### src/rtl/pfq_pkg.sv
package pfq_pkg;
    typedef enum logic [1:0] {
        PF_IDLE   = 2'd0,
        PF_ODD    = 2'd1,
        PF_STREAM = 2'd2
    } pf_state_e;
endpackage

### src/rtl/pfq_fetch_ctrl.sv
module pfq_fetch_ctrl
    import pfq_pkg::*;
#(
    parameter int AW         = 32,
    parameter int DEPTH      = 4,
    parameter int MAX_FLIGHT = 4
) (
    input  logic                         clk,
    input  logic                         rst_n,
    input  logic                         redirect_valid,
    input  logic [AW-1:0]                redirect_addr,
    output logic                         req_valid,
    input  logic                         req_ready,
    output logic [AW-1:0]                req_addr,
    input  logic                         rsp_valid,
    input  logic [$clog2(DEPTH+1)-1:0]   q_count,
    output logic                         push_two,
    output logic                         push_one
);
    localparam int QCW = $clog2(DEPTH + 1);
    localparam int CW  = $clog2(MAX_FLIGHT + 1);
    localparam int UW  = QCW + CW + 1;
    localparam logic [UW-1:0] ROOM_LIMIT = UW'(DEPTH - 2);
    localparam logic [CW:0]   FLIGHT_CAP = (CW+1)'(MAX_FLIGHT);

    pf_state_e         state, state_nxt;
    logic [CW-1:0]     live_cnt, drop_cnt;
    logic [AW-1:0]     fetch_addr;
    logic [UW-1:0]     slots_used;
    logic [CW:0]       in_flight;
    logic              req_fire, rsp_live;

    assign slots_used = UW'(q_count) + UW'({live_cnt, 1'b0});
    assign in_flight  = {1'b0, drop_cnt} + {1'b0, live_cnt};
    assign req_fire   = req_valid & req_ready;
    assign rsp_live   = rsp_valid & ~redirect_valid & (drop_cnt == '0);
    assign req_addr   = fetch_addr;

    // state register
    always_ff @(posedge clk) begin
        if (!rst_n) state <= PF_IDLE;
        else        state <= state_nxt;
    end

    always_comb begin
        state_nxt = state;
        unique case (state)
            PF_IDLE: begin
                if (redirect_valid) state_nxt = redirect_addr[1] ? PF_ODD : PF_STREAM;
            end
            PF_ODD: begin
                if (redirect_valid)  state_nxt = redirect_addr[1] ? PF_ODD : PF_STREAM;
                else if (rsp_live)   state_nxt = PF_STREAM;
            end
            PF_STREAM: begin
                if (redirect_valid)  state_nxt = redirect_addr[1] ? PF_ODD : PF_STREAM;
            end
            default: state_nxt = PF_IDLE;
        endcase
    end

    // outputs
    always_comb begin
        req_valid = 1'b0;
        push_two  = 1'b0;
        push_one  = 1'b0;
        unique case (state)
            PF_IDLE: ;
            PF_ODD: begin
                req_valid = (slots_used <= ROOM_LIMIT) && (in_flight < FLIGHT_CAP);
                push_one  = rsp_live;
            end
            PF_STREAM: begin
                req_valid = (slots_used <= ROOM_LIMIT) && (in_flight < FLIGHT_CAP);
                push_two  = rsp_live;
            end
            default: ;
        endcase
    end

    // fetch bookkeeping
    always_ff @(posedge clk) begin
        if (!rst_n) begin
            live_cnt   <= '0;
            drop_cnt   <= '0;
            fetch_addr <= '0;
        end else if (redirect_valid) begin
            live_cnt   <= '0;
            drop_cnt   <= CW'(in_flight + (CW+1)'(req_fire) - (CW+1)'(rsp_valid));
            fetch_addr <= {redirect_addr[AW-1:2], 2'b00};
        end else begin
            live_cnt   <= CW'({1'b0, live_cnt} + (CW+1)'(req_fire) - (CW+1)'(rsp_live));
            if (rsp_valid && drop_cnt != '0) drop_cnt <= drop_cnt - CW'(1);
            if (req_fire) fetch_addr <= fetch_addr + AW'(4);
        end
    end

    // fetches in flight stay within the cap
    p_flight_limit_r9: assert property (@(posedge clk) disable iff (!rst_n)
        in_flight <= FLIGHT_CAP)
        else $error("R9 in-flight fetch count above cap");

    // a stalled request holds
    p_req_hold_r10: assert property (@(posedge clk) disable iff (!rst_n)
        (req_valid && !req_ready && !redirect_valid) |=> (req_valid && $stable(req_addr)))
        else $error("R10 stalled request dropped or changed");
endmodule

### src/rtl/pfq_slot_queue.sv
module pfq_slot_queue #(
    parameter int DEPTH = 4,
    parameter int IW    = 16
) (
    input  logic                       clk,
    input  logic                       rst_n,
    input  logic                       flush,
    input  logic                       push_two,
    input  logic                       push_one,
    input  logic [2*IW-1:0]            word_in,
    output logic                       out_valid,
    input  logic                       pop_ready,
    output logic [IW-1:0]              out_data,
    output logic [$clog2(DEPTH+1)-1:0] count
);
    localparam int PW = $clog2(DEPTH);
    localparam int CW = $clog2(DEPTH + 1);

    logic [IW-1:0] slot [DEPTH];
    logic [PW-1:0] rd_ptr, wr_ptr, wr_nxt;
    logic [CW-1:0] add_n;
    logic          pop;

    assign wr_nxt    = wr_ptr + PW'(1);
    assign out_valid = (count != '0);
    assign out_data  = slot[rd_ptr];
    assign pop       = out_valid & pop_ready & ~flush;
    assign add_n     = push_two ? CW'(2) : (push_one ? CW'(1) : '0);

    // lower-addressed halfword [2*IW-1:IW] goes in first
    always_ff @(posedge clk) begin
        for (int i = 0; i < DEPTH; i++) begin
            if (push_two && wr_ptr == PW'(i))
                slot[i] <= word_in[2*IW-1:IW];
            else if (push_two && wr_nxt == PW'(i))
                slot[i] <= word_in[IW-1:0];
            else if (push_one && wr_ptr == PW'(i))
                slot[i] <= word_in[IW-1:0];
        end
    end

    always_ff @(posedge clk) begin
        if (!rst_n || flush) begin
            rd_ptr <= '0;
            wr_ptr <= '0;
            count  <= '0;
        end else begin
            if (pop)           rd_ptr <= rd_ptr + PW'(1);
            if (push_two)      wr_ptr <= wr_ptr + PW'(2);
            else if (push_one) wr_ptr <= wr_ptr + PW'(1);
            count <= count + add_n - CW'(pop);
        end
    end

    // room for a pair was reserved before the fetch was issued
    p_no_overflow_r2: assert property (@(posedge clk) disable iff (!rst_n)
        push_two |-> (count <= CW'(DEPTH - 2)))
        else $error("R2 pair pushed into a full queue");
endmodule

### src/rtl/prefetch_queue.sv
module prefetch_queue #(
    parameter int AW         = 32,
    parameter int IW         = 16,
    parameter int SLOTS      = 4,
    parameter int MAX_FLIGHT = 4
) (
    input  logic            clk,
    input  logic            rst_n,
    input  logic            redir_valid,
    input  logic [AW-1:0]   redir_addr,
    output logic            fetch_req_valid,
    input  logic            fetch_req_ready,
    output logic [AW-1:0]   fetch_req_addr,
    input  logic            fetch_rsp_valid,
    input  logic [2*IW-1:0] fetch_rsp_data,
    output logic            ir_valid,
    input  logic            ir_ready,
    output logic [IW-1:0]   ir_data
);
    localparam int QCW = $clog2(SLOTS + 1);

    logic [QCW-1:0] q_count;
    logic           push_two, push_one;

    pfq_fetch_ctrl #(
        .AW(AW), .DEPTH(SLOTS), .MAX_FLIGHT(MAX_FLIGHT)
    ) u_ctrl (
        .clk(clk), .rst_n(rst_n),
        .redirect_valid(redir_valid), .redirect_addr(redir_addr),
        .req_valid(fetch_req_valid), .req_ready(fetch_req_ready), .req_addr(fetch_req_addr),
        .rsp_valid(fetch_rsp_valid), .q_count(q_count),
        .push_two(push_two), .push_one(push_one)
    );

    pfq_slot_queue #(
        .DEPTH(SLOTS), .IW(IW)
    ) u_queue (
        .clk(clk), .rst_n(rst_n), .flush(redir_valid),
        .push_two(push_two), .push_one(push_one), .word_in(fetch_rsp_data),
        .out_valid(ir_valid), .pop_ready(ir_ready), .out_data(ir_data),
        .count(q_count)
    );

    // a redirect leaves nothing for decode in the next cycle
    p_flush_r5: assert property (@(posedge clk) disable iff (!rst_n)
        redir_valid |=> !ir_valid)
        else $error("R5 instruction offered right after redirect");

    // every request is word-aligned
    p_aligned_r7: assert property (@(posedge clk) disable iff (!rst_n)
        fetch_req_valid |-> (fetch_req_addr[1:0] == 2'b00))
        else $error("R7 unaligned fetch address");
endmodule

### config.mk
export PLATFORM = sky130hd
export DESIGN_NAME = prefetch_queue
export DESIGN_NICKNAME = d
export VERILOG_FILES = /design/src/rtl/pfq_pkg.sv /design/src/rtl/pfq_fetch_ctrl.sv /design/src/rtl/pfq_slot_queue.sv /design/src/rtl/prefetch_queue.sv
export SDC_FILE = /design/constraint.sdc
export NUM_CORES = 1
export LEC_CHECK = 0
export ABC_AREA = 0
export BUFFER_PORTS_ARGS = -buffer_cell sky130_fd_sc_hd__buf_2
export CAP_MARGIN = 40
export CORE_MARGIN = 5
export CORE_UTILIZATION = 45
export CTS_BUF_LIST = sky130_fd_sc_hd__clkbuf_4
export CTS_CLUSTER_DIAMETER = 200
export CTS_CLUSTER_SIZE = 16
export DETAILED_ROUTE_END_ITERATION = 10
export HOLD_SLACK_MARGIN = 0.15
export PLACE_DENSITY = 0.67
export SYNTH_ARGS = -nofsm -noshare
export SYNTH_HDL_FRONTEND = slang
export SYNTH_SLANG_ARGS = --single-unit
export TNS_END_PERCENT = 5
### constraint.sdc
create_clock -name clk -period 3.75 [get_ports clk]
set_input_delay 1.125 -clock clk [delete_from_list [all_inputs] [get_ports clk]]
set_output_delay 1.125 -clock clk [all_outputs]
set_load 0.05 [all_outputs]
==> metrics.md, run 1 <==
| Metric | Value |
|---|---|
| Internal | between 1500 and 2000 uW |
| Vias in the first global route | roughly 4.8k |
| Xor-xnor portion of the synthesized cell area | 0.0387 |
| Max Clock Freq | about 0.28 GHz |
| # hold bufs at CTS | 0 |
| Setup violators final | 0 |
| Synth Register Bits | approximately 110 |
| Unique cell type count in the Yosys netlist | 48 |
| TNS Setup | 0 ns |
| Clk_lat worst skew | 0.48 ns |
| Filler cells | 1,170 |
| Hold crit path type | register to register |
| Crit path max fanout | 3 |
| DRC Markers | 0 |
| Post-route ant nets | 0 |
| Max IR drop VDD | between 0.15 and 0.2 mV |
| FF/Latch Area | 0.00286 sq mm |
| Adder-cell area share of the yosys netlist | 0.0634 |
| Sink Count | 111 |
| Switching Share | 0.320 |
| Status | finished clean |
| CP bufs+invs | 2 |
| Die area | approximately 0.016 sq mm |
| First-pass GRT wire length | around 23 mm |
| RSZ-0062 raised after global routing | false |
| Setup CP Type | register to output pin |
| Synth Warn # | 0 |
| P&R area growth vs syn | 16.2% |
| Die H | about 130 um |
| TritonCTS clock tree | built |
| Startpoint types | register |
| Final hold violations | 0 |
| Initial Utilization | 0.460 |
| CP required | 2.62 ns |
| Layout cells sized above 1 | 0.362 |
| Clock transition at path regs | 0.15 ns |
| Post-layout min period | approximately 3.6 ns |
| Vias | approximately 4.6k |
| Num CTS Buffers | 9 |
| Clock Path Buffers | 2 |
| I/O Buffers | 116 |
| Seq pwr share | 0.526 |
| Multi-input logic area | just over 0.003 sq mm |
| Syn_area_per_cell | between 10 and 15 sq um |
| Final slew viol count | 0 |
| Leakage | about 0.0026 uW |
| Max-slew headroom | 0.458 |
| Htree depth | 3 |
| Largest net degree at the start of global routing | 57 |
| Max cap viols | 0 |
| Area share of the largest cell type after synthesis | 0.314 |
| GP Congestion | roughly 0.85 |
| Pwr Total | between 2000 and 3000 uW |
| Yosys top cell by area | edfxtp_1 |
| Grt ovf | 0 |
| Detail Placement HPWL | slightly above 10 mm |
| First-pass DRT Iterations | 5 |
| Clock share of power | 0.229 |
| Worst slew pin tran | roughly 0.81 ns |
| Power Dens Cells | 373 mW/mm^2 |
| I/O pins | 120 |
| Drt total wl | about 14 mm |
| Clock root buffer | clkbuf_4 |
| Delay-heaviest family, CP | adder cells |
| Fin crit share | 0.958 |
| Max stage delay cell, worst path | dfxtp_1 |
| Setup Fix Bufs, Post-CTS | 0 |
| Crit path DAT | roughly 2.5 ns |
| Post-synthesis cell count | between 500 and 600 |
| Worst path max stage delay | around 0.4 ns |
| Post-synthesis sequential area ratio | 0.468 |
| Top cells by count, synth | edfxtp_1 (64), mux2_2 (64), dfxtp_1 (47) |
| Initial antenna violation count | 0 |
| Combinational share of power | 0.245 |
| Crit. End Element | output pin |
| Async S/R FF share, synth | 0 |
| Ys flop type | edfxtp_1 |
| Hold WS | between 0.5 and 0.6 ns |
| Mux contribution to synthesized area | 0.185 |
| Total track usage | 0.178 |
| ANT cells | 0 |
| Post-Synth Simple-Gate Area | 0.126 |
| Clock Skew | 0.0131 ns |
| Synth Area in Compound Gates | 0.0822 |
| Largest family of logic cells by synthesized area | multiplexers |
| Vias per cell | between 5 and 6 |
| Layout Nets | ~750 |
| Core ar. | 0.0133 sq mm |
| Post-synth EDFFs | 64 |
| DRT iter0 DRCs | 220 |
| Area of the mapped netlist | between 0.006 and 0.007 sq mm |
| Chip Width | ~130 um |
| Top cells by area, synth | edfxtp_1 (31%), dfxtp_1 (15%), mux2_2 (12%), mux4_2 (5.9%), ha_1 (4.7%) |
| NetSw | 850 uW |
| Wire length per cell | 17.2 um |
| Standard-cell row count | 42 |
| Cell Chain, Critical Path | ha_1, inv_1, fa_1, a211o_1, a211oi_2, and2_1, buf_4 |
==> flip-flops by register name, summed over array words and instances (netlist names), named ones only <==
name             count
u_ctrl.drop_cnt      3
u_queue.rd_ptr       2
u_ctrl.state         2
u_queue.count        3
u_queue.slot        64
u_ctrl.live_cnt      3
u_queue.wr_ptr       2
u_ctrl.req_addr     30
==> per-stage QoR <==
stage | area (sq um) | worst slack [ns] | util | std cells
floorplan | 6120 | 0.395 | - | 533
global placement | 6960 | 0.540 | 0.524 | 815
detailed placement | 6960 | 0.462 | 0.524 | 815
CTS | 7100 | 0.0351 | 0.534 | 831
global route | 7110 | 0.0163 | 0.535 | 831
finish | 7110 | 0.158 | 0.535 | 831
==> cell usage in the layout, fill, tap and decap left out, types with 13 or more instances in the layout <==
cell / n
o21ai_0: 34
mux2_2: 64
xnor2_1: 23
nor2_1: 21
inv_1: 27
ha_1: 23
mux4_2: 16
dfxtp_1: 46
edfxtp_1: 64
nand3_1: 13
a21oi_1: 25
buf_2: 115
buf_4: 15
nand2_1: 28
==> timing repair <==
item | in CTS | in global routing
pin swaps | 0 | 0
gates resized for setup | 2 | 1
setup endpoints to repair | 1 | 1
==> logic make-up after synthesis <==
group                      Yosys count
other                                1
muxes                               85
adders and majority gates           28
AOI/OAI and AO/OA                   87
and+or+nand+nor                    140
DFF                                111
buffers and inverters               53
xor gates and xnor gates            27
==> worst reg2reg max path: cells and delay by family (launching register included) <==
kind / cells / cell delay [ns]
AOI/OAI and AO/OA: 2 / 0.80
xor gates and xnor gates: 2 / 0.33
adders and majority gates: 4 / 1.17
buffers and inverters: 2 / 0.11
DFF: 1 / 0.41
and+or+nand+nor: 2 / 0.37
==> area by class of cell <==
class | count | share of cell area
timing repair buffer | 132 | 0.102
clock inverter | 6 | 0.00862
sequential | 111 | 0.403
tap | 176 | 0.0310
clock buffer | 10 | 0.0106
multi-input combinational | 369 | 0.430
inverter | 27 | 0.0143
==> final timing paths <==
path	start	endpoint	slack, ns	depth (start not counted)
setup / recovery	u_ctrl.live_cnt[0]	fetch_req_valid	0.16	7
hold / removal	u_ctrl.req_addr[31]	u_ctrl.req_addr[31]	0.54	2
hold reg to reg	u_ctrl.req_addr[31]	u_ctrl.req_addr[31]	0.54	2
setup reg to reg	u_ctrl.live_cnt[0]	u_ctrl.live_cnt[2]	0.50	12
==> power groups by stage <==
stage	Clock, uW	Sequential [uW]	Combinational, uW
final	607	1390	650
after CTS	628	1390	655
after global placement	0	1420	629
after detailed placement	0	1420	649
after global routing	674	1400	715
after floorplan	0	1490	398
==> metal layers <==
metal / up-vias / wire length, um / global-route usage / share of wire
met4: 0 / 103 / 0.0416 / 0.0072
met1: 2206 / 6010 / 0.215 / 0.42
li1: 2233 / - / - / -
met3: 8 / 886 / 0.0492 / 0.062
met2: 114 / 7330 / 0.317 / 0.51
met5: - / 0 / 0 / 0
No activity file was read; power rests on OpenSTA's default activity.
==> run 2: changes to the inputs <==
--- a/config.mk
+++ b/config.mk
@@ -8,14 +8,16 @@
 export ABC_AREA = 0
 export BUFFER_PORTS_ARGS = -buffer_cell sky130_fd_sc_hd__buf_2
 export CAP_MARGIN = 40
+export CELL_PAD_IN_SITES_DETAIL_PLACEMENT = 1
+export CELL_PAD_IN_SITES_GLOBAL_PLACEMENT = 2
 export CORE_MARGIN = 5
-export CORE_UTILIZATION = 45
+export CORE_UTILIZATION = 37
 export CTS_BUF_LIST = sky130_fd_sc_hd__clkbuf_4
 export CTS_CLUSTER_DIAMETER = 200
 export CTS_CLUSTER_SIZE = 16
 export DETAILED_ROUTE_END_ITERATION = 10
 export HOLD_SLACK_MARGIN = 0.15
-export PLACE_DENSITY = 0.67
+export PLACE_DENSITY = 0.82
 export SYNTH_ARGS = -nofsm -noshare
 export SYNTH_HDL_FRONTEND = slang
 export SYNTH_SLANG_ARGS = --single-unit
==> run 2 against run 1 <==
  * Sequential cell count unchanged
  * Routed wire length up 13%
  * Final cell count up 5.1%
  * Clock power down 1%
  * Sequential share of layout area down 0.20 points
  * Clock-buffer cell count down 1
  * Combinational power up 2%
  * Largest power group unchanged
  * Design area up 0.58%
  * Global-route usage down 0.99 points
  * Highest routed layer is now met5
==> metrics.md, run 2 (synthesis gave the netlist of run 1 again) <==
| Metric | Value |
|---|---|
| Max-slew headroom | 0.422 |
| Crit path DAT | 2.47 ns |
| Leakage | between 0.002 and 0.003 uW |
| Clock root buffer | clkbuf_4 |
| Setup CP Type | register to output pin |
| Min-delay src | u_ctrl.state[1] |
| Final hold violations | 0 |
| Clock share of power | 0.226 |
| Clk_lat worst skew | approximately 0.47 ns |
| R2R Setup Slk | about 0.53 ns |
| Max cap viols | 0 |
| Hold crit path type | register to register |
| CP required | around 2.6 ns |
| Standard-cell row count | 47 |
| Power Dens Cells | 372 mW/mm^2 |
| Vias in the first global route | slightly above 5k |
| Vias per cell | 5.34 |
| I/O Buffers | about 120 |
| Most common cell after layout, fill and taps aside | buf_2 |
| Clock Path Buffers | 2 |
| Initial antenna violation count | 1 |
| Post-layout min period | around 3.6 ns |
| Max Clock Freq | between 0.2 and 0.3 GHz |
| Chip Width | between 100 and 150 um |
| Drt total wl | 16.2 mm |
| Clock Skew | about 0.023 ns |
| Area after DPL | between 0.007 and 0.008 sq mm |
| Htree depth | 3 |
| Fin crit share | 0.958 |
| Grt ovf | 0 |
| Initial Utilization | 0.373 |
| First-pass GRT wire length | 26.3 mm |
| Detail Placement HPWL | between 10 and 15 mm |
| Vias | around 4.7k |
| First-pass DRT Iterations | 4 |
| DRC Markers | 0 |
| Largest net degree at the start of global routing | between 50 and 60 |
| TNS Setup | 0 ns |
| Die H | ~140 um |
| Setup violators final | 0 |
| Core ar. | 0.0164 sq mm |
| GP Congestion | roughly 0.76 |
| ANT cells | 0 |
| Sink Count | between 100 and 150 |
| Final core utilization | 0.436 |
| # hold bufs at CTS | 0 |
| Wire length per cell | roughly 19 um |
| Startpoint types | register |
| Final slew viol count | 0 |
| DRT iter0 DRCs | roughly 160 |
| Combinational share of power | 0.249 |
| Most frequent cells in the layout | buf_2 (115), mux2_2 (64), edfxtp_1 (64) |
| P&R area growth vs syn | 16.9% |
| Layout cells sized above 1 | 0.360 |
| Max IR drop VDD | between 0.1 and 0.15 mV |
| TritonCTS clock tree | built |
| Hold path depth | 2 |
| Crit. End Element | output pin |
| Post-route ant nets | 0 |
| Cells on worst reg2reg path | 12 |
| I/O pins | 120 |
| RSZ-0062 raised after global routing | false |
| Clock transition at path regs | between 0.15 and 0.2 ns |
| Worst slew pin tran | ~0.87 ns |
| Crit path max fanout | 3 |
| Status | finished clean |
| R2R Path Start | u_ctrl.live_cnt[0] |
| Layout Nets | 747 |
| Num CTS Buffers | 9 |
| Switching Share | 0.325 |
| Internal | 1790 uW |
| Seq pwr share | 0.525 |
| Max reg flops | 64 |
| Crit path from | u_ctrl.live_cnt[0] |
| Pwr Total | roughly 2700 uW |
| Largest Register | u_queue.slot |
| Die area | between 0.015 and 0.02 sq mm |
| NetSw | 866 uW |
| Post-route cell area | around 0.0072 sq mm |
| Total track usage | 0.168 |
[run 2: cell count changes in the layout (fill, tap and decap cells not counted)]
cell        previous run  this run
buf_4                 15        13
clkinv_1               0         2
dfxtp_1               46        44
dfxtp_2                1         3
clkinv_2               1         0
clkinvlp_2             2         1
clkinvlp_4             1         0
inv_6                  0         1
[run 2: per-layer routing]
layer  GRT usage  vias to the layer above  wire length [um]
met2       0.300                      106              8340
met4      0.0406                        2               131
met3      0.0390                       10               800
met1       0.208                     2322              6940
li1            -                     2224                 -
met5           0                        -                 7
[run 2: cell type report]
type / instances / area (sq um)
Fill cell: 1834 / 9260
Inverter: 27 / 101
Clock buffer: 9 / 67.6
Sequential cell: 111 / 2870
Tap cell: 220 / 275
Clock inverter: 6 / 60.1
Timing Repair Buffer: 131 / 721
Multi-Input combinational cell: 369 / 3060
[run 2: final timing paths]
| kind | to |
|---|---|
| max | fetch_req_valid |
| min | u_ctrl.state[1] |
| max reg2reg | u_ctrl.live_cnt[2] |
| min reg2reg | u_ctrl.state[1] |
[run 2: power by group through the flow]
stage          clock network [uW]  logic, uW  registers (uW)
2_1_floorplan                   0        398            1490
3_3_place_gp                    0        638            1420
3_5_place_dp                    0        664            1420
4_1_cts                       625        668            1400
5_1_grt                       667        733            1410
6_report                      601        662            1400
[run 2: critical path, stage by stage (launching register included)]
cell,delay (ns)
dfxtp_2,0.39
ha_1,0.18
inv_1,0.05
fa_1,0.38
a211o_1,0.31
a211oi_2,0.28
and2_1,0.18
clkbuf_4,0.23
[run 2: stage by stage]
step	instances	hold slack (ns)	setup WS, ns
global placement	858	0.493	0.430
detailed placement	858	0.524	0.386
CTS	873	0.544	0.0185
finish	873	0.540	0.159
global route	873	0.582	0.0237
floorplan	533	0.474	0.395
[run 2: repair_timing]
action,in CTS,in global routing
buffers inserted,0,0
endpoints found under the setup margin,1,1
cloned,0,0
resized for setup,2,3
==> run 3: changes to the inputs <==
--- a/config.mk
+++ b/config.mk
@@ -10,7 +10,7 @@
 export CAP_MARGIN = 40
 export CELL_PAD_IN_SITES_DETAIL_PLACEMENT = 1
 export CELL_PAD_IN_SITES_GLOBAL_PLACEMENT = 2
-export CORE_MARGIN = 5
+export CORE_MARGIN = 2
 export CORE_UTILIZATION = 37
 export CTS_BUF_LIST = sky130_fd_sc_hd__clkbuf_4
 export CTS_CLUSTER_DIAMETER = 200
@@ -18,6 +18,7 @@
 export DETAILED_ROUTE_END_ITERATION = 10
 export HOLD_SLACK_MARGIN = 0.15
 export PLACE_DENSITY = 0.82
+export SLEW_MARGIN = 0
 export SYNTH_ARGS = -nofsm -noshare
 export SYNTH_HDL_FRONTEND = slang
 export SYNTH_SLANG_ARGS = --single-unit
==> run 3 against run 2 <==
  * Clock-buffer cell count up 1
  * Largest power group unchanged
  * Critical endpoint unchanged
  * Power fell by 0.62%
  * Register-to-register slack better by 0.07 ns
  * Routed wire length rose by 1.1%
  * Die area fell by 8.5%
  * Sequential power about the same
  * Clock skew about the same
==> metrics.md, run 3 (synthesis gave the netlist of run 1 again) <==
| Metric | Value |
|---|---|
| Combinational share of power | 0.254 |
| Setup WS pre-CTS | approximately 0.47 ns |
| Post-route ant nets | 0 |
| Setup violators final | 0 |
| Fin crit share | 0.959 |
| Max-slew headroom | 0.642 |
| Seq pwr share | 0.528 |
| Global routing met2 resource utilization | 0.355 |
| CP required | between 2 and 3 ns |
| TNS Setup | 0 ns |
| Placed Cells | between 800 and 900 |
| Total track usage | 0.191 |
| Internal | about 1700 uW |
| Grt ovf | 0 |
| Crit path from | u_queue.count[1] |
| Vias per cell | between 5 and 6 |
| Pwr Total | around 2600 uW |
| Final std cells w/o fill | between 800 and 900 |
| Cells on worst reg2reg path | 9 |
| Drt total wl | about 16 mm |
| Final hold violations | 0 |
| Largest net degree at the start of global routing | 57 |
| Num CTS Buffers | 9 |
| DRT iter0 DRCs | ~200 |
| Hold crit path type | register to register |
| Largest Register | u_queue.slot |
| Status | finished clean |
| Switching Share | 0.338 |
| Final slew viol count | 0 |
| Most common cell after layout, fill and taps aside | buf_2 |
| NetSw | approximately 900 uW |
| Standard-cell row count | 47 |
| Max reg flops | 64 |
| Vias | roughly 4.7k |
| Wire length per cell | approximately 19 um |
| Startpoint types | register |
| Clock share of power | 0.217 |
| P&R area growth vs syn | 17.5% |
| R2R Setup Slk | approximately 0.60 ns |
| Layout cells sized above 1 | 0.365 |
| Post-route cell area | roughly 0.0072 sq mm |
| Post-layout min period | 3.60 ns |
| Core ar. | roughly 0.016 sq mm |
| Initial antenna violation count | 1 |
| I/O pins | 120 |
| Detail Placement HPWL | about 12 mm |
| First-pass DRT Iterations | 4 |
| R2R Path Start | u_queue.count[1] |
| Htree depth | 3 |
| Crit. End Element | output pin |
| Crit path max fanout | 3 |
| Max Clock Freq | 0.278 GHz |
| Most frequent cells in the layout | buf_2 (115), mux2_2 (64), edfxtp_1 (64) |
| Area after DPL | ~0.0071 sq mm |
| TritonCTS clock tree | built |
| GP Congestion | roughly 0.8 |
| Clock root buffer | clkbuf_4 |
| Clock transition at path regs | 0.18 ns |
| Min-delay src | u_ctrl.req_addr[30] |
| Die area | 0.0176 sq mm |
| Die H | 133 um |
| Setup CP Type | register to output pin |
| Crit path DAT | ~2.5 ns |
| Max cap viols | 0 |
| Max IR drop VDD | between 0.1 and 0.15 mV |
| Initial Utilization | 0.374 |
| DRC Markers | 0 |
| Sink Count | roughly 110 |
| Filler cells | approximately 1.9k |
| I/O Buffers | between 100 and 150 |
| Clk_lat worst skew | just under 0.5 ns |
| Power Dens Cells | roughly 370 mW/mm^2 |
| First-pass GRT wire length | between 20 and 30 mm |
| Met3 usage | 0.0337 |
| Clock Path Buffers | 2 |
| Final setup margin | roughly 0.15 ns |
| Reg2reg end | u_ctrl.req_addr[22] |
| Worst slew pin tran | approximately 0.54 ns |
| Gr busiest metal | met2 |
| Leakage | roughly 0.0026 uW |
| Chip Width | about 130 um |
| Met1 Use GR | 0.222 |
| Layout Nets | 750 |
| Clock Skew | ~0.023 ns |
| Vias in the first global route | around 5.2k |
| Worst Setup EP | fetch_req_valid |
| RSZ-0062 raised after global routing | false |
[run 3: routing by layer]
| layer | part of all wire | wire, um |
|---|---|---|
| met5 | 0 | 0 |
| met4 | 0.014 | 225 |
| met3 | 0.040 | 664 |
| met2 | 0.53 | 8620 |
| met1 | 0.42 | 6890 |
[run 3: worst max-delay path, cell delays in order, from the launching register on]
cell and delay, ns:
dfxtp_1 0.41, ha_1 0.21, inv_1 0.06, fa_1 0.38
a211o_1 0.31, a211oi_2 0.25, and2_1 0.19, buf_4 0.20
[run 3: worst min path at each step]
stage,end,slack [ns],depth (start not counted)
floorplan,u_ctrl.state[1],0.47,2
global placement,u_ctrl.req_addr[31],0.50,2
detailed placement,u_ctrl.req_addr[30],0.52,2
CTS,u_ctrl.req_addr[31],0.54,2
global route,u_ctrl.req_addr[31],0.56,2
finish,u_ctrl.req_addr[30],0.54,2
[run 3: cell type report]
| class | instances | area, sq um | share of cell area |
|---|---|---|---|
| inverters | 27 | 101 | 0.0141 |
| diodes | 1 | 2.50 | 0.000348 |
| multi-input cells | 369 | 3060 | 0.425 |
| well taps | 220 | 275 | 0.0383 |
| repair buffers | 134 | 768 | 0.107 |
| flip-flops and latches | 111 | 2870 | 0.398 |
| clock inverters | 6 | 43.8 | 0.00609 |
| clock buffers | 10 | 75.1 | 0.0104 |
[run 3: repair_timing]
item | in CTS | in global routing
gates resized for setup | 2 | 2
hold buffers | 0 | 0
setup endpoints to repair | 1 | 1
setup buffers | 0 | 0
[run 3: through the flow]
| stage | utilization | hold slack, ns |
|---|---|---|
| finish | 0.440 | 0.537 |
| global route | 0.440 | 0.560 |
| CTS | 0.439 | 0.543 |
| detailed placement | 0.432 | 0.520 |
| global placement | 0.432 | 0.495 |
| floorplan | - | 0.474 |
[run 3: power groups by stage]
stage / clock, uW / combinational [uW] / sequential, uW
floorplan: 0 / 398 / 1490
global placement: 0 / 644 / 1420
detailed placement: 0 / 675 / 1420
CTS: 595 / 680 / 1400
global route: 641 / 743 / 1410
finish: 574 / 673 / 1400
